[config.mk]
export PLATFORM = sky130hd
export DESIGN_NAME = dtg_gate_sequencer
export DESIGN_NICKNAME = d
export VERILOG_FILES = /design/src/rtl/dtg_pkg.sv /design/src/rtl/dtg_sync.sv /design/src/rtl/dtg_timer.sv /design/src/rtl/dtg_fsm.sv /design/src/rtl/dtg_gate_sequencer.sv
export SDC_FILE = /design/constraint.sdc
export NUM_CORES = 1
export LEC_CHECK = 0
export BUFFER_PORTS_ARGS = -buffer_cell sky130_fd_sc_hd__buf_2
export CAP_MARGIN = 40
export CORE_UTILIZATION = 40
export CTS_BUF_LIST = sky130_fd_sc_hd__clkbuf_16
export DETAILED_ROUTE_END_ITERATION = 8
export PLACE_DENSITY = 0.6
export SLEW_MARGIN = 20
export SYNTH_ARGS = -nofsm -noshare
export SYNTH_HDL_FRONTEND = slang
export SYNTH_HIERARCHICAL = 1
export SYNTH_SLANG_ARGS = --single-unit
[constraint.sdc]
create_clock -name clk -period 2.5 [get_ports clk]
set_clock_uncertainty 0.2 [all_clocks]
set_input_delay 0.25 -clock clk [delete_from_list [all_inputs] [get_ports clk]]
set_output_delay 0.25 -clock clk [all_outputs]
set_load 0.01 [all_outputs]
[src/rtl/dtg_pkg.sv]
package dtg_pkg;

    typedef enum logic [2:0] {
        SEQ_IDLE    = 3'd0,
        SEQ_HS_ON   = 3'd1,
        SEQ_WAIT_PH = 3'd2,
        SEQ_LS_ON   = 3'd3,
        SEQ_WAIT_LG = 3'd4
    } seq_state_e;

    typedef struct packed {
        seq_state_e st;
        logic       hs;
        logic       ls;
    } seq_regs_t;

endpackage

[src/rtl/dtg_sync.sv]
module dtg_sync #(
    parameter int WIDTH  = 2,
    parameter int STAGES = 2
) (
    input  logic             clk,
    input  logic             rst_n,
    input  logic [WIDTH-1:0] async_i,
    output logic [WIDTH-1:0] sync_o
);

    logic [STAGES-1:0][WIDTH-1:0] stage_d;
    logic [STAGES-1:0][WIDTH-1:0] stage_q;

    always_comb begin
        stage_d[0] = async_i;
        for (int s = 1; s < STAGES; s++) begin
            stage_d[s] = stage_q[s-1];
        end
    end

    always_ff @(posedge clk or negedge rst_n) begin
        if (!rst_n) begin
            stage_q <= '0;
        end else begin
            stage_q <= stage_d;
        end
    end

    assign sync_o = stage_q[STAGES-1];

endmodule

[src/rtl/dtg_timer.sv]
module dtg_timer #(
    parameter int LIMIT = 16,
    localparam int W    = $clog2(LIMIT + 1)
) (
    input  logic         clk,
    input  logic         rst_n,
    input  logic         restart_i,
    output logic [W-1:0] count_o
);

    logic [W-1:0] cnt_d;
    logic [W-1:0] cnt_q;

    always_comb begin
        if (restart_i) begin
            cnt_d = '0;
        end else if (cnt_q == W'(LIMIT)) begin
            cnt_d = cnt_q;
        end else begin
            cnt_d = cnt_q + 1'b1;
        end
    end

    always_ff @(posedge clk or negedge rst_n) begin
        if (!rst_n) begin
            cnt_q <= '0;
        end else begin
            cnt_q <= cnt_d;
        end
    end

    assign count_o = cnt_q;

    // the wait timer saturates and never wraps past its limit
    a_r4_timer_bounded: assert property (@(posedge clk) disable iff (!rst_n)
        cnt_q <= W'(LIMIT));

endmodule

[src/rtl/dtg_fsm.sv]
module dtg_fsm
    import dtg_pkg::*;
#(
    parameter int TMO   = 16,
    parameter int BLANK = 2,
    parameter int CW    = 5
) (
    input  logic          clk,
    input  logic          rst_n,
    input  logic          enable_i,
    input  logic          pwm_i,
    input  logic          force_ls_i,
    input  logic          ph_low_i,
    input  logic          lg_low_i,
    input  logic [CW-1:0] tmr_i,
    output logic          restart_o,
    output logic          hs_o,
    output logic          ls_o
);

    seq_regs_t cur_q;
    seq_regs_t nxt_d;
    logic      cmd;
    logic      settled;
    logic      expired;

    always_comb begin
        cmd     = pwm_i & ~force_ls_i;
        settled = (tmr_i >= CW'(BLANK));
        expired = (tmr_i == CW'(TMO - 1));
        nxt_d   = cur_q;

        unique case (cur_q.st)
            SEQ_IDLE: begin
                nxt_d.st = cmd ? SEQ_WAIT_LG : SEQ_WAIT_PH;
            end
            SEQ_HS_ON: begin
                if (!cmd) nxt_d.st = SEQ_WAIT_PH;
            end
            SEQ_WAIT_PH: begin
                if (cmd) begin
                    nxt_d.st = SEQ_WAIT_LG;
                end else if (settled && ph_low_i) begin
                    nxt_d.st = SEQ_LS_ON;
                end else if (expired) begin
                    nxt_d.st = SEQ_LS_ON;
                end
            end
            SEQ_LS_ON: begin
                if (cmd) nxt_d.st = SEQ_WAIT_LG;
            end
            SEQ_WAIT_LG: begin
                if (!cmd) begin
                    nxt_d.st = SEQ_WAIT_PH;
                end else if (settled && lg_low_i) begin
                    nxt_d.st = SEQ_HS_ON;
                end
            end
            default: nxt_d.st = SEQ_IDLE;
        endcase

        if (!enable_i) nxt_d.st = SEQ_IDLE;

        nxt_d.hs  = (nxt_d.st == SEQ_HS_ON);
        nxt_d.ls  = (nxt_d.st == SEQ_LS_ON);
        restart_o = (nxt_d.st != cur_q.st);
    end

    always_ff @(posedge clk or negedge rst_n) begin
        if (!rst_n) begin
            cur_q <= '{st: SEQ_IDLE, hs: 1'b0, ls: 1'b0};
        end else begin
            cur_q <= nxt_d;
        end
    end

    assign hs_o = cur_q.hs;
    assign ls_o = cur_q.ls;

    // the low side only rises on a settled phase confirmation or on timeout
    a_r3_ls_has_cause: assert property (@(posedge clk) disable iff (!rst_n)
        $rose(ls_o) |-> ($past(ph_low_i) && $past(settled)) || $past(expired));

    // the high side only rises on a settled low-gate confirmation
    a_r5_hs_has_cause: assert property (@(posedge clk) disable iff (!rst_n)
        $rose(hs_o) |-> $past(lg_low_i) && $past(settled));

    // a pending low-side turn-on never completes while the high side is requested
    a_r6_no_ls_under_cmd: assert property (@(posedge clk) disable iff (!rst_n)
        $rose(ls_o) |-> !$past(cmd));

    // the phase wait never outlasts the watchdog
    a_r4_wait_bounded: assert property (@(posedge clk) disable iff (!rst_n)
        (cur_q.st == SEQ_WAIT_PH) |-> (tmr_i < CW'(TMO)));

endmodule

[src/rtl/dtg_gate_sequencer.sv]
module dtg_gate_sequencer #(
    parameter int WDOG_CYCLES = 16,
    parameter int SYNC_STAGES = 2
) (
    input  logic clk,
    input  logic rst_n,
    input  logic enable_i,
    input  logic pwm_i,
    input  logic force_ls_i,
    input  logic phase_low_i,
    input  logic ls_gate_low_i,
    output logic hs_gate_o,
    output logic ls_gate_o
);

    localparam int TW = $clog2(WDOG_CYCLES + 1);

    logic [1:0]    flags_s;
    logic [TW-1:0] tmr;
    logic          restart;

    dtg_sync #(
        .WIDTH  (2),
        .STAGES (SYNC_STAGES)
    ) u_sync (
        .clk     (clk),
        .rst_n   (rst_n),
        .async_i ({ls_gate_low_i, phase_low_i}),
        .sync_o  (flags_s)
    );

    dtg_timer #(
        .LIMIT (WDOG_CYCLES)
    ) u_timer (
        .clk       (clk),
        .rst_n     (rst_n),
        .restart_i (restart),
        .count_o   (tmr)
    );

    dtg_fsm #(
        .TMO   (WDOG_CYCLES),
        .BLANK (SYNC_STAGES),
        .CW    (TW)
    ) u_fsm (
        .clk        (clk),
        .rst_n      (rst_n),
        .enable_i   (enable_i),
        .pwm_i      (pwm_i),
        .force_ls_i (force_ls_i),
        .ph_low_i   (flags_s[0]),
        .lg_low_i   (flags_s[1]),
        .tmr_i      (tmr),
        .restart_o  (restart),
        .hs_o       (hs_gate_o),
        .ls_o       (ls_gate_o)
    );

    // one cycle after reset release, so $past of the inputs is meaningful
    logic arm_q;
    always_ff @(posedge clk or negedge rst_n) begin
        if (!rst_n) arm_q <= 1'b0;
        else        arm_q <= 1'b1;
    end

    a_r2_no_overlap: assert property (@(posedge clk) disable iff (!rst_n)
        !(hs_gate_o && ls_gate_o));

    a_r2_gap_hs_to_ls: assert property (@(posedge clk) disable iff (!rst_n)
        $rose(ls_gate_o) |-> !$past(hs_gate_o));

    a_r2_gap_ls_to_hs: assert property (@(posedge clk) disable iff (!rst_n)
        $rose(hs_gate_o) |-> !$past(ls_gate_o));

    a_r7_disable_off: assert property (@(posedge clk) disable iff (!rst_n)
        (arm_q && !$past(enable_i)) |-> (!hs_gate_o && !ls_gate_o));

    a_r8_force_blocks_hs: assert property (@(posedge clk) disable iff (!rst_n)
        (arm_q && $past(force_ls_i)) |-> !hs_gate_o);

endmodule

==> impl_metrics.ini <==
[power]
ir_drop_v = 0.000536
p_per_area_nw_per_um2 = 670
p_leak_nw = 0.411

[route]
wl_per_cell_um = 12.4
wl_met2_um = 632
dr_total_vias = 572
first_iter_violations = 9
vias_per_cell = 5.25
met3_length_um = 64
highest_layer = met4
wl_mm = 1.35
met1_length_um = 643
drc = 0
drtPass1Iterations = 4
final_antenna_net_count = 0

[timing]
min_period_ns = 2.36
setup_viol_count_final = 0
slew_violations = 0
finalHoldViolations = 0
rsz0062_at_grt = false
fmax_mhz = 423
setup_ws_ns = 0.136
worst_pin_slew_ns = 0.341
fin_tns_setup_ns = 0
slew_headroom = 0.769
timing.final.crit_share = 0.946
hold_slack_ns = 0.145

[clocking]
cts_tree = built
root_buffer = clkbuf_16
h-tree-depth = 1
cts-buffers-inserted = 3
clk_pin_slew_ns = 0.04
clkSinkCount = 14
cts_buffer_depth = 2
clock_latency_ns = 0.24

[worst_setup_path]
cpLargestDelayFamily = compound AO/OA/AOI/OAI gates
worstSetupEndpointType = flop
crit_chain = o41a_1 -> or4_1 -> o311ai_1 -> o311ai_2 -> buf_4 -> nand2b_1 -> mux2i_1
cp.buffers_inverters = 1
cp-start-kind = flop
cpPeakStageDelay_ns = 0.47
crit_type = reg -> reg
cp_data_arrival_time_ns = 2.33
cp_slowest_cell = or4_1
required_ns = 2.46
worstPathMaxFanout = 7

[synth]
synth.area.top_cells = dfrtp_1 49%, nor2b_1 4.3%, ha_1 3.5%
yosys.area.top_type_share = 0.487
synth_edf_count = 0
ys_seq_elements = 14
synth_fp_nets = 75
synthesis.area_per_instance_um2 = 10.9
yosysMostFrequentCell = dfrtp_1
yosysSeqAreaShare = 0.487
async_flop_share = 1.00
ys_types = 26
synth_area_um2 = 719
synth_cells = 66
yosys_most_used_dff = dfrtp_1
yosys.area.top_type = dfrtp_1
ys_warn_count = 6
yosys-top-cells-count = 14 x dfrtp_1, 5 x inv_1, 5 x nor2b_1

[place]
port_buffers = 8
dp_hpwl_um = 936
gp_congestion = 0.825
dp_worst_setup_slack_ns = 0.0855
numPlacedInstances = 101

[floorplanning]
ios = 9
die-area_um2 = 1970
die_y_um = 44.4
start_util = 0.451
rows = 14
die_x_um = 44.4
coreArea_um2 = 1590

[global_route]
antenna_found_initial = 0
grt_pass1_vias = 549
grt_max_degree = 15
grt_first_pass_wirelength_mm = 2.39
track_usage = 0.172
overflow = 0

[cells_and_area]
antennaDiodeCount = 0
nets = 95
area_growth_syn_to_layout_pct = 30.1
fin_cells = 109
drive_gt1_frac = 0.259

[worst_hold_path]
hold_path_class = in -> reg

[run_status]
status = complete, no violations

[job]
maxCapViolations = 0
## metrics by stage
| stage | util | cell area, µm² | total power [mW] |
|---|---|---|---|
| finish | 0.587 | 936 | 0.627 |
| global route | 0.587 | 936 | 0.659 |
| CTS | 0.576 | 918 | 0.626 |
| detailed placement | 0.508 | 810 | 0.323 |
| global placement | 0.505 | 805 | 0.321 |
| floorplan | - | 719 | 0.294 |
## per-layer routing
| metal | global-route usage | vias to the layer above |
|---|---|---|
| met5 | 0 | - |
| met4 | 0.0545 | 0 |
| met3 | 0.0735 | 3 |
| met2 | 0.268 | 14 |
| met1 | 0.216 | 274 |
| li1 | - | 281 |
## worst register-to-register path: cells and delay by family (launching register included)
kind	cells	cell delay, ns
multiplexers	1	0.12
buffers and inverters	1	0.17
AND/OR/NAND/NOR	2	0.60
AO/OA/AOI/OAI	3	0.75
flip-flops	1	0.43
## kinds of logic (layout without fill, tap and decap cells)
family | after synthesis | count (layout) | synth area share
mux | 5 | 5 | 0.0800
fa+ha+maj | 2 | 2 | 0.0348
simple gates | 25 | 25 | 0.224
xor+xnor | 1 | 1 | 0.0122
compound gates | 14 | 14 | 0.136
buf+inv | 5 | 24 | 0.0261
flops | 14 | 14 | 0.487
## report_power, final
part | leakage, nW | total [mW] | internal [mW] | switching [mW]
sequential | 0.179 | 0.250 | 0.239 | 0.0117
clock | 0.0385 | 0.298 | 0.211 | 0.0870
combinational | 0.193 | 0.0784 | 0.0393 | 0.0391
## registers in the layout (all words and copies together), names as in the netlist
register	count
u_sync/stage_d	2
u_fsm/ls_o	1
u_fsm/cur_q	3
u_sync/sync_o	2
u_timer/count_o	5
u_fsm/hs_o	1
## layout make-up
| cell class | instances | area (µm²) |
|---|---|---|
| Fill cell | 130 | 658 |
| Multi-Input combinational cell | 47 | 358 |
| Sequential cell | 14 | 353 |
| Timing Repair Buffer | 15 | 97.6 |
| Clock buffer | 3 | 75.1 |
| Tap cell | 24 | 30.0 |
| Inverter | 5 | 18.8 |
| Clock inverter | 1 | 3.75 |
## cells in the final DEF, fill, tap and decap left out, drive strengths merged, types with 2 or more instances in the layout
cell type,instances
o21ai,3
o311ai,2
nand3,4
inv,5
nor2,3
and4b,2
clkbuf,3
dlygate4sd3,3
a21oi,4
nand2b,4
mux2i,2
dfrtp,14
nor2b,5
mux2,3
ha,2
a211oi,2
buf,12
## worst paths after layout
path	to	slack (ns)	cells after the start	startpoint
max	u_timer/count_o[1]	0.14	7	u_timer/count_o[3]
min	u_fsm/cur_q[4]	0.15	2	enable_i
max reg2reg	u_timer/count_o[1]	0.14	7	u_timer/count_o[3]
min reg2reg	u_sync/sync_o[1]	0.15	0	u_sync/stage_d[3]
max in group asynchronous	u_timer/count_o[2]	1.62	2	rst_n
min in group asynchronous	u_fsm/cur_q[3]	0.23	2	rst_n
## timing repair
action / in CTS / in global routing
setup endpoints to repair: 0 / 3
endpoints found under the hold margin: 16 / 0
hold buffers: 3 / 0
gates resized for setup: 0 / 3
setup buffers: 0 / 1
(Power assumes the default switching activity.)
